$ cat src/rtl/fpbyp_pkg.sv
package fpbyp_pkg;

  // classification of one operand
  typedef struct packed {
    logic sign;
    logic isZero;
    logic isSub;
    logic isNorm;
    logic isInf;
    logic isNan;
  } opClass_t;

  // strobes from control to datapath
  typedef struct packed {
    logic pickA;
    logic pickB;
    logic pickNan;
    logic runAdder;
  } bypStrobe_t;

endpackage

$ cat src/rtl/fpOperandClass.sv
module fpOperandClass
  import fpbyp_pkg::*;
#(
  parameter int EXP_W  = 8,
  parameter int FRAC_W = 23
) (
  input  logic [EXP_W+FRAC_W:0] word,
  output opClass_t              cls
);
  localparam int WORD_W = 1 + EXP_W + FRAC_W;

  logic [EXP_W-1:0]  expField;
  logic [FRAC_W-1:0] fracField;
  logic expMin;
  logic expMax;
  logic fracNz;

  always_comb begin
    expField  = word[WORD_W-2 -: EXP_W];
    fracField = word[FRAC_W-1:0];
    expMin    = (expField == '0);
    expMax    = (expField == '1);
    fracNz    = |fracField;

    cls.sign   = word[WORD_W-1];
    cls.isZero = expMin & ~fracNz;
    cls.isSub  = expMin &  fracNz;
    cls.isInf  = expMax & ~fracNz;
    cls.isNan  = expMax &  fracNz;
    cls.isNorm = ~expMin & ~expMax;
  end

  // exactly one class is active for any word
  always_comb begin
    a_r1_one_class: assert ($countones({cls.isZero, cls.isSub, cls.isNorm,
                                        cls.isInf, cls.isNan}) == 1)
      else $error("operand class not unique");
  end

endmodule

$ cat src/rtl/fpBypassCtrl.sv
module fpBypassCtrl
  import fpbyp_pkg::*;
(
  input  opClass_t   clsA,
  input  opClass_t   clsB,
  output bypStrobe_t strobe
);
  logic anyNan;
  logic infClash;
  logic finiteA;
  logic finiteB;

  always_comb begin
    anyNan   = clsA.isNan | clsB.isNan;
    infClash = clsA.isInf & clsB.isInf & (clsA.sign ^ clsB.sign);
    finiteA  = clsA.isNorm | clsA.isSub;
    finiteB  = clsB.isNorm | clsB.isSub;

    strobe = '0;
    if (anyNan || infClash) begin
      strobe.pickNan = 1'b1;
    end else if (clsA.isInf) begin
      strobe.pickA = 1'b1;
    end else if (clsB.isInf) begin
      strobe.pickB = 1'b1;
    end else if (clsA.isZero) begin
      strobe.pickB = 1'b1;
    end else if (clsB.isZero) begin
      strobe.pickA = 1'b1;
    end else begin
      strobe.runAdder = 1'b1;
    end
  end

  // adder runs exactly when both operands are finite and nonzero
  always_comb begin
    a_r8_run_iff_finite: assert (strobe.runAdder == (finiteA & finiteB))
      else $error("adder enable mismatch");
    a_r8_single_source: assert ($onehot0({strobe.pickA, strobe.pickB,
                                          strobe.pickNan, strobe.runAdder}))
      else $error("more than one source selected");
  end

endmodule

$ cat src/rtl/fpBypassData.sv
module fpBypassData
  import fpbyp_pkg::*;
#(
  parameter int EXP_W  = 8,
  parameter int FRAC_W = 23
) (
  input  logic [EXP_W+FRAC_W:0] wordA,
  input  logic [EXP_W+FRAC_W:0] wordB,
  input  bypStrobe_t            strobe,
  output logic [EXP_W+FRAC_W:0] result,
  output logic                  enable
);
  localparam int WORD_W = 1 + EXP_W + FRAC_W;
  localparam logic [WORD_W-1:0] NAN_WORD =
    {1'b1, {EXP_W{1'b1}}, 1'b1, {(FRAC_W-1){1'b0}}};

  always_comb begin
    unique case (1'b1)
      strobe.pickNan: result = NAN_WORD;
      strobe.pickA:   result = wordA;
      strobe.pickB:   result = wordB;
      default:        result = '0;
    endcase
    enable = strobe.runAdder;
  end

  // an enabled adder never sees a bypass word
  always_comb begin
    a_r8_quiet_when_enabled: assert (!enable || result == '0)
      else $error("result not cleared while enabled");
  end

endmodule

$ cat src/rtl/fpSpecialBypass.sv
module fpSpecialBypass
  import fpbyp_pkg::*;
#(
  parameter int EXP_W  = 8,
  parameter int FRAC_W = 23
) (
  input  logic [EXP_W+FRAC_W:0] opA,
  input  logic [EXP_W+FRAC_W:0] opB,
  output logic [EXP_W+FRAC_W:0] sumOut,
  output logic                  adderEn
);
  localparam int WORD_W = 1 + EXP_W + FRAC_W;
  localparam logic [WORD_W-1:0] NAN_WORD =
    {1'b1, {EXP_W{1'b1}}, 1'b1, {(FRAC_W-1){1'b0}}};

  logic [WORD_W-1:0] opWord [2];
  opClass_t          opCls  [2];
  bypStrobe_t        strobe;

  always_comb begin
    opWord[0] = opA;
    opWord[1] = opB;
  end

  for (genvar i = 0; i < 2; i++) begin : g_class
    fpOperandClass #(.EXP_W(EXP_W), .FRAC_W(FRAC_W)) u_cls (
      .word (opWord[i]),
      .cls  (opCls[i])
    );
  end

  fpBypassCtrl u_ctrl (
    .clsA   (opCls[0]),
    .clsB   (opCls[1]),
    .strobe (strobe)
  );

  fpBypassData #(.EXP_W(EXP_W), .FRAC_W(FRAC_W)) u_data (
    .wordA  (opA),
    .wordB  (opB),
    .strobe (strobe),
    .result (sumOut),
    .enable (adderEn)
  );

  // a NaN operand always produces the fixed NaN word
  always_comb begin
    a_r7_nan_wins: assert (!(opCls[0].isNan || opCls[1].isNan) ||
                           (sumOut == NAN_WORD && !adderEn))
      else $error("NaN operand not forced to NaN result");
  end

endmodule

$ cat config.mk
export PLATFORM = sky130hd
export DESIGN_NAME = fpSpecialBypass
export DESIGN_NICKNAME = d
export VERILOG_FILES = /design/src/rtl/fpbyp_pkg.sv /design/src/rtl/fpOperandClass.sv /design/src/rtl/fpBypassCtrl.sv /design/src/rtl/fpBypassData.sv /design/src/rtl/fpSpecialBypass.sv
export SDC_FILE = /design/constraint.sdc
export NUM_CORES = 1
export LEC_CHECK = 0
export ABC_CLOCK_PERIOD_IN_PS = 2400
export BUFFER_PORTS_ARGS = -buffer_cell sky130_fd_sc_hd__buf_2
export CAP_MARGIN = 20
export CORE_MARGIN = 4
export CORE_UTILIZATION = 36
export DETAILED_ROUTE_END_ITERATION = 8
export GPL_TIMING_DRIVEN = 0
export PLACE_DENSITY = 0.85
export SYNTH_ARGS = -nofsm -noshare
export SYNTH_HDL_FRONTEND = slang
export SYNTH_SLANG_ARGS = --single-unit
$ cat constraint.sdc
create_clock -name vclk -period 2.4
set_input_delay 0.24 -clock vclk [all_inputs]
set_output_delay 0.24 -clock vclk [all_outputs]
set_load 0.01 [all_outputs]
After elaboration in Yosys (flattened, before gate mapping):

Index checks and enable logic that the tools add are counted.

* bitwise gates (word level): 12
* divide/modulo/power cells: 0
* reductions and logical operators: 5
* multipliers: 0
* eq/ne operators: 2
* shift-type cells: 0
* $add $sub $neg: 0
* order comparisons: 0
* mux-type cells: 15

Operators by type and width (count)
* $pmux W32 S3: 1
* $reduce_or A23 Y1: 2
* $eq A8 B8 Y1 const B: 2
* $logic_not A8 Y1: 2
* $mux W1: 13
* $and A1 B1 Y1: 8
* $mux W2: 1
* $not A1 Y1: 2
* $logic_or A1 B1 Y1: 1
* $or A1 B1 Y1: 1
* $xor A1 B1 Y1: 1

* memory bits (read-only): 0
* RAM bits: 0
* word-level logic and storage cells: 34
* register bits: 0
* latch bits: 0
* memories: 0

Longest topological paths before layout:

Gate-level depths: netlist of the first run.

* word-level depth: 9
* depth in mapped cells: 6
* gate-level depth less buffers: 5

Modules after synthesis:

A second synthesis of the first run with hierarchy kept.

* cell total of the unflattened synthesis: 92
* area total of the unflattened synthesis: 695.7 µm²

Modules (own cells, without submodules)
* fpBypassData: instances 1, area an instance 347.8 µm², cells each 40, sequential area each 0.0 µm²
* fpOperandClass: instances 2, area an instance 150.1 µm², cells each 22, sequential area each 0.0 µm²
* fpBypassCtrl: instances 1, area an instance 47.5 µm², cells each 8, sequential area each 0.0 µm²

Worst setup path before layout of the first run:

OpenSTA, ideal clock, no wires.

* kind: input to output
* start: input port opA[13]
* end: output port sumOut[22]
* data arrival time: 1.817 ns
* data required time: 2.160 ns
* slack: 0.343 ns
* path buffers: 1
* stages: 5
* cell sequence: or4_4 -> or4_4 -> o31a_1 -> buf_6 -> o221ai_2

* cells in the longest elaborated chain, start to end: 8
* elaborated cells between the ends (all ways): 18

RTL lines
* start, declared: line fpSpecialBypass.sv:7 `input logic [EXP_W+FRAC_W:0] opA,`
* $reduce_or A23 Y1 (*): line fpOperandClass.sv:23 `fracNz = |fracField;`
* $not A1 Y1: line fpOperandClass.sv:26, fpOperandClass.sv:28
* $and A1 B1 Y1, on equally long branches: line fpOperandClass.sv:26, fpOperandClass.sv:28
* $mux W1 or $and A1 B1 Y1 (tied branches): line fpBypassCtrl.sv:26, fpBypassCtrl.sv:15
* $mux W1 or $and A1 B1 Y1 (tied branches): line fpBypassCtrl.sv:24, fpBypassCtrl.sv:15
* $mux W1 or $logic_or A1 B1 Y1 (tied branches): line fpBypassCtrl.sv:22, fpBypassCtrl.sv:20
* $mux W2 or $mux W1 (tied branches): line fpBypassCtrl.sv:20 `if (anyNan || infClash) begin`
* $pmux W32 S3 (*): line fpBypassData.sv:18 `unique case (1'b1)`
* end, declared: line fpSpecialBypass.sv:9 `output logic [EXP_W+FRAC_W:0] sumOut,`

Mark *: on every way between the ends. The rest lies on a longest branch, timed or not.

Worst setup path after layout of the first run:

* start: input port opA[12]
* end: output port sumOut[30]

The elaborated chain is that of the path after synthesis.

==> results of run 1 <==
worst min-delay path, cell delays in order:
cell and delay [ns]:
buf_2 0.09, a32o_1 0.11, buf_2 0.12
cells by family after synthesis:
group	after synthesis	synth area share, %
xor gates and xnor gates	1	1.012
and+or+nand+nor	36	30.78
AOI/OAI and AO/OA	40	52.02
buffers and inverters	28	16.18
placed cells by master (no fill, tap or decap):
cell       netlist  layout
nand4_1          4       4
o31a_1           1       1
nand4_2          1       1
nor3b_2          0       1
a32o_1          22      22
a211oi_1         1       1
buf_2            4      99
nor2_1           1       1
buf_8            2       2
o21a_1           1       1
nor4_1          12       7
o21ai_4          1       1
o31ai_4          1       1
o22a_2           0       1
o221ai_2        10      10
xor2_1           1       1
nor2_4           1       1
a21oi_1          2       2
nor3_1           3       2
nor3_2           1       2
buf_4            0       1
or4_4            3       3
clkbuf_4         0       1
nand4bb_4        1       1
buf_6            1       2
inv_1           20      20
nor3b_1          2       1
nor4_4           0       1
or4_1            1       1
nor2b_1          1       1
nor4_2           0       4
or2_1            1       1
clkbuf_2         0       1
nand2_1          3       3
or2_4            0       1
metrics by stage:
step                area, um^2  utilization (%)
detailed placement        1386            61.49
floorplan                865.8                -
global placement          1386            61.49
finish                    1458            64.65
global route              1458            64.65
CTS                       1388            61.54
metal layers:
layer  share of wire, %  routed length, um  vias to the layer above  global-route usage (%)
met3                 11                442                        4                   4.977
met4               0.83                 32                        0                   1.987
li1                   -                  -                      646                       -
met5                  0                  0                        -                       0
met1                 37               1447                      627                   25.13
met2                 50               1944                       93                   40.13
power breakdown:
| group | leakage (nW) | switching (mW) | internal, mW |
|---|---|---|---|
| combinational | 0.754 | 0.0566 | 0.0509 |
| clock | 0 | 0 | 0 |
| sequential | 0 | 0 | 0 |
repair_timing:
item,in CTS,in global routing
gates resized for setup,1,13
pin swaps,0,4
buffers inserted,0,1
setup endpoints to repair,10,31
path summary, 6_finish.rpt:
check / endpoint / depth (start not counted) / slack [ns] / startpoint
worst max-delay path: sumOut[30] / 7 / 0.07 / opA[12]
worst min-delay path: sumOut[10] / 3 / 0.80 / opB[10]
area by class of cell:
class	count	area, um^2
buffer	8	68.82
fill	223	797.0
inverter	20	75.07
multi-input combinational	77	779.5
tap	28	35.03
timing repair buffer	98	499.2
==> impl_metrics.csv, run 1 <==
group,metric,value,unit
sta,finalMaxSlewViolations,0,
synth,synth_area_per_cell,8.246,um^2
placed_design,dp.cells,230,
sta,slew_headroom,57.80,%
sta,clock.fmax,429.5,MHz
worst_setup_path,required,2.16,ns
global_routing,grt_max_degree,11,
layout,final_nets,269,
sta,fin_crit,2.329,ns
layout,clockBufferCount,0,
worst_setup_path,cp.arrival,2.09,ns
floorplan,die_h,57.04,um
routing,drc_errors,0,
flow_run,maxCapViolCount,0,
synth,yosysMostFrequentCell,"a32o_1",
global_routing,grt_pass1_vias,1370,
synth,yosysTopAreaCell,"a32o_1",
worst_setup_path,critPathMaxFanout,10,
routing,ant_nets,0,
layout,n_antenna_cell,0,
placed_design,hpwlAfterDp,3170,um
floorplan,core_area,2255,um^2
synth,synth_area_leaders,"a32o_1, o221ai_2, inv_1",
routing,vias,1370,
global_routing,grt_usage,21.31,%
clock_tree,postCtsHoldBufs,0,
sta,worstMarginPinSlew,0.6273,ns
synth,ys_seq_area_share,0,%
global_routing,antenna_found_initial,0,
sta,hold_viol,0,
worst_setup_path,worstSetupStartpointType,"input pin",
floorplan,dieArea,3254,um^2
floorplan,io_pins,97,
hold_path,hold_class,"in -> out",
power_and_ir_drop,p_total,107.5,uW
synth,synth_commonest_cells,"a32o_1, inv_1, nor4_1, o221ai_2",
sta,setup_viol,0,
layout,area_growth_syn_to_layout,68.35,%
floorplan,die_w,57.04,um
floorplan,row_count,17,
placed_design,portBuffers,97,
synth,netlist_area,865.8,um^2
routing,drt_iter0_drc,65,
power_and_ir_drop,ir_worst_vdd,49.16,uV
layout,layout-drive-gt1-share,66.01,%
sta,setup_tns,0,ns
status,outcome,"completed",
worst_setup_path,crit_type,"in -> out",
synth,syn_nets,169,
placed_design,place_ws,-0.07258,ns
sta,finalCritPeriodShare,97.02,%
layout,fin_cells,231,
routing,wirelength,3867,um
global_routing,grt.overflow.total,0,
worst_setup_path,critPathSlowestCell,"or4_4",
layout,seq_cells,0,
worst_setup_path,endpoint_kind,"output port",
synth,yosys_warnings,0,
sta,hold_ws,0.7956,ns
worst_setup_path,critPathMaxStageDelay,0.58,ns
worst_setup_path,cp_cell_sequence,"buf_2, or4_4, or4_4, o31a_1, buf_6, o221ai_2, buf_2",
sta,layout_setup_ws,0.07148,ns
synth,synth_top_area_share,25.43,%
floorplan,start_util,38.40,%
placed_design,gp_congestion,0.8290,
synth,syn-instance-count,105,
power_and_ir_drop,power.density,73.75,nW/um^2
synth,yosysUniqueCellTypes,30,
power_and_ir_drop,p_leak,0.7542,nW
layout,seqCellArea,0,um^2
routing,via_per_inst,5.931,
worst_setup_path,critPathTopFamily,"simple AND/OR/NAND/NOR gates",
routing,routedWlPerCell,16.74,um
routing,drtPass1Iterations,4,
worst_setup_path,path_buf_inv,3,
global_routing,grt_pass1_wl,5913,um
No activity file was read; power rests on OpenSTA's default activity.
==> run 2, diff against run 1 <==
--- a/config.mk
+++ b/config.mk
@@ -12,7 +12,7 @@
 export CORE_UTILIZATION = 36
 export DETAILED_ROUTE_END_ITERATION = 8
 export GPL_TIMING_DRIVEN = 0
-export PLACE_DENSITY = 0.85
+export PLACE_DENSITY = 0.95
 export SYNTH_ARGS = -nofsm -noshare
 export SYNTH_HDL_FRONTEND = slang
 export SYNTH_SLANG_ARGS = --single-unit
==> impl_metrics.csv, run 2 (synthesis results as in run 1) <==
group,metric,value,unit
floorplan,dieArea,3254,um^2
layout,seqCellArea,0,um^2
sta,fin_crit,2.332,ns
layout,layout-drive-gt1-share,66.83,%
layout,seq_cells,0,
layout,n_antenna_cell,0,
placed_design,place_ws,-0.1296,ns
power_and_ir_drop,p_int,50.75,uW
global_routing,grt_pass1_vias,1357,
floorplan,core_area,2255,um^2
floorplan,start_util,38.40,%
power_and_ir_drop,combPwrFrac,100.0,%
sta,setup_viol,0,
power_and_ir_drop,p_total,106.1,uW
placed_design,hpwlAfterDp,3140,um
sta,clock.fmax,428.9,MHz
sta,worstMarginPinSlew,0.4652,ns
worst_setup_path,critPathMaxFanout,10,
layout,final_nets,271,
power_and_ir_drop,power.density,71.91,nW/um^2
sta,finalCritPeriodShare,97.15,%
routing,drtPass1Iterations,4,
power_and_ir_drop,p_leak,0.7634,nW
sta,layout_setup_ws,0.06848,ns
placed_design,portBuffers,97,
layout,fin_area,1475,um^2
floorplan,die_h,57.04,um
routing,ant_nets,0,
global_routing,grt.overflow.total,0,
worst_setup_path,worstSetupStartpointType,"input pin",
placed_design,postPlaceCellArea,1386,um^2
layout,fin_util,65.43,%
floorplan,row_count,17,
worst_setup_path,cp.arrival,2.09,ns
layout,multiInputGateArea,777.0,um^2
floorplan,io_pins,97,
sta,hold_ws,0.7936,ns
power_and_ir_drop,switching_share,52.16,%
layout,clockBufferCount,0,
status,outcome,"completed",
routing,drc_errors,0,
routing,drt_iter0_drc,59,
layout,layout_commonest_cell,"buf_2",
layout,layout_common_cells,"buf_2, a32o_1, inv_1, o221ai_2",
placed_design,gp_congestion,0.7987,
sta,slew_headroom,68.87,%
clock_tree,postCtsHoldBufs,0,
power_and_ir_drop,switchingPower,55.33,uW
hold_path,hold_class,"in -> out",
layout,area_growth_syn_to_layout,70.38,%
worst_setup_path,required,2.16,ns
worst_setup_path,endpoint_kind,"output port",
routing,vias,1366,
global_routing,antenna_found_initial,0,
global_routing,grt_max_degree,11,
worst_setup_path,crit_type,"in -> out",
routing,routedWlPerCell,16.43,um
flow_run,maxCapViolCount,0,
global_routing,grt_usage,21.41,%
routing,via_per_inst,5.863,
global_routing,grt_pass1_wl,5968,um
sta,finalMaxSlewViolations,0,
power_and_ir_drop,ir_worst_vdd,53.78,uV
layout,fillCellCount,219,
power_and_ir_drop,p_seq_share,0,%
routing,wirelength,3828,um
power_and_ir_drop,p_clk_share,0,%
floorplan,die_w,57.04,um
sta,hold_viol,0,
[run 2: area by class of cell]
class / instances / area share [%]
multi-input combinational: 77 / 52.67
timing repair buffer: 100 / 34.86
inverter: 20 / 5.089
buffer: 8 / 5.004
tap: 28 / 2.375
[run 2: layer usage]
layer  up-vias  global-route usage, %  share of wire (%)
li1        646                      -                  -
met1       635                  27.44                 39
met2        83                  39.48                 50
met3         2                  2.941                 11
met4         0                  1.325               0.37
met5         -                      0                  0
[run 2: critical path, stage by stage]
cell and delay, ns:
buf_6 0.09, or4_4 0.55, or4_4 0.58, o31ai_4 0.13, buf_8 0.18, a32o_1 0.18
buf_2 0.13
[run 2: power by group through the flow]
stage,Combinational [mW],Sequential [mW],Clock (mW)
floorplan,0.0234,0,0
global placement,0.0962,0,0
detailed placement,0.0986,0,0
CTS,0.101,0,0
global route,0.117,0,0
finish,0.106,0,0
[run 2: what timing repair did]
action	4_1_cts	5_1_grt
hold endpoints to repair	0	0
resized for setup	4	12
pin swaps	0	4
cloned	0	0
endpoints found under the setup margin	21	31
setup buffers	0	3
[run 2: final timing paths]
check / from / to / slack [ns] / depth (start not counted)
max: opA[13] / sumOut[8] / 0.07 / 7
min: opB[18] / sumOut[18] / 0.79 / 3
[run 2: through the flow]
step                      cells  TNS (ns)
after floorplan             105         0
after global placement      230   -0.8392
after detailed placement    230    -1.275
after CTS                   230         0
after global routing        233  -0.01094
final                       233         0
==> run 3, diff against run 2 <==
--- a/config.mk
+++ b/config.mk
@@ -8,6 +8,7 @@
 export ABC_CLOCK_PERIOD_IN_PS = 2400
 export BUFFER_PORTS_ARGS = -buffer_cell sky130_fd_sc_hd__buf_2
 export CAP_MARGIN = 20
+export CORE_ASPECT_RATIO = 0.8
 export CORE_MARGIN = 4
 export CORE_UTILIZATION = 36
 export DETAILED_ROUTE_END_ITERATION = 8
==> impl_metrics.csv, run 3 (synthesis results as in run 1) <==
group,metric,value,unit
worst_setup_path,crit_type,"in -> out",
floorplan,core_area,2215,um^2
layout,fin_util,65.93,%
power_and_ir_drop,p_seq_share,0,%
global_routing,grt_pass1_vias,1241,
placed_design,postPlaceCellArea,1383,um^2
floorplan,io_pins,97,
layout,n_antenna_cell,0,
floorplan,die_w,62.83,um
sta,setup_viol,0,
layout,fillCellCount,191,
routing,via_per_inst,6.086,
layout,fin_area,1460,um^2
global_routing,grt_pass1_wl,5326,um
worst_setup_path,endpoint_kind,"output port",
routing,wirelength,3817,um
routing,drtPass1Iterations,4,
layout,layout_common_cells,"buf_2, a32o_1, inv_1, o221ai_2, nor4_1",
routing,routedWlPerCell,16.45,um
power_and_ir_drop,p_leak,0.7719,nW
layout,layout_commonest_cell,"buf_2",
power_and_ir_drop,switching_share,51.91,%
power_and_ir_drop,p_int,49.10,uW
global_routing,grt_max_degree,11,
power_and_ir_drop,switchingPower,53.01,uW
worst_setup_path,critPathMaxFanout,10,
layout,seq_cells,0,
flow_run,maxCapViolCount,0,
worst_setup_path,cp.arrival,2.15,ns
power_and_ir_drop,p_total,102.1,uW
placed_design,portBuffers,97,
placed_design,hpwlAfterDp,3121,um
routing,wl_met1,1455,um
sta,fin_crit,2.385,ns
global_routing,grt_usage,19.55,%
status,outcome,"completed",
sta,slew_headroom,62.15,%
routing,wl_met3,284,um
global_routing,grt.overflow.total,0,
routing,top_layer,"met4",
power_and_ir_drop,combPwrFrac,100.0,%
placed_design,place_ws,-0.1184,ns
floorplan,die_h,51.87,um
floorplan,start_util,39.10,%
routing,drc_errors,0,
routing,ant_nets,0,
worst_setup_path,worstSetupStartpointType,"input pin",
routing,wl_met2,2021,um
layout,area_growth_syn_to_layout,68.64,%
floorplan,dieArea,3259,um^2
sta,finalCritPeriodShare,99.39,%
sta,finalMaxSlewViolations,0,
sta,hold_viol,0,
power_and_ir_drop,ir_worst_vdd,40.28,uV
layout,clockBufferCount,0,
placed_design,gp_congestion,0.9168,
sta,clock.fmax,419.2,MHz
routing,vias,1412,
routing,drt_iter0_drc,46,
layout,layout-drive-gt1-share,64.73,%
worst_setup_path,required,2.16,ns
layout,final_nets,273,
power_and_ir_drop,p_clk_share,0,%
floorplan,row_count,15,
sta,layout_setup_ws,0.01457,ns
hold_path,whs_path_depth,3,
layout,seqCellArea,0,um^2
hold_path,hold_class,"in -> out",
sta,worstMarginPinSlew,0.5626,ns
clock_tree,postCtsHoldBufs,0,
power_and_ir_drop,power.density,69.93,nW/um^2
global_routing,antenna_found_initial,0,
[run 3: cell count changes in the layout (fill, tap and decap cells not counted), sizes merged]
cell	delta
clkbuf	+2
[run 3: through the flow]
step           cells  TNS, ns  hold WS (ns)
4_1_cts          227        0        0.7940
3_5_place_dp     227  -0.9369        0.7940
6_report         232        0        0.7925
2_1_floorplan    105        0        0.6270
3_3_place_gp     227  -0.6557        0.7930
5_1_grt          232  -0.5595        0.8102
[run 3: power groups by stage]
stage / sequential [mW] / combinational, mW / clock (mW)
global placement: 0 / 0.0949 / 0
floorplan: 0 / 0.0234 / 0
CTS: 0 / 0.0976 / 0
finish: 0 / 0.102 / 0
detailed placement: 0 / 0.0972 / 0
global route: 0 / 0.111 / 0
[run 3: layout make-up]
cell class	instances	area [um^2]	share of cell area, %
timing repair buffer	102	523.0	35.82
multi-input combinational	77	754.5	51.67
tap	25	31.28	2.142
buffer	8	76.32	5.227
inverter	20	75.07	5.141
[run 3: timing repair]
item / in CTS / in global routing
cloned: 0 / 0
gates resized for setup: 1 / 9
setup endpoints to repair: 10 / 31
buffers inserted: 0 / 5
pin swaps: 0 / 2
[run 3: routing by layer]
layer	global-route usage (%)	vias to the layer above
li1	-	663
met1	23.84	670
met2	38.58	73
met3	1.080	6
met4	3.297	0
met5	0	-
[run 3: worst paths after layout]
path	start	to
hold / removal	opB[19]	sumOut[19]
setup / recovery	opB[10]	sumOut[12]
[run 3: critical path, stage by stage]
cell	delay [ns]
buf_2	0.11
nor4_1	0.37
nand4_1	0.21
or2_0	0.34
o31ai_4	0.38
buf_8	0.18
a32o_1	0.18
buf_2	0.14
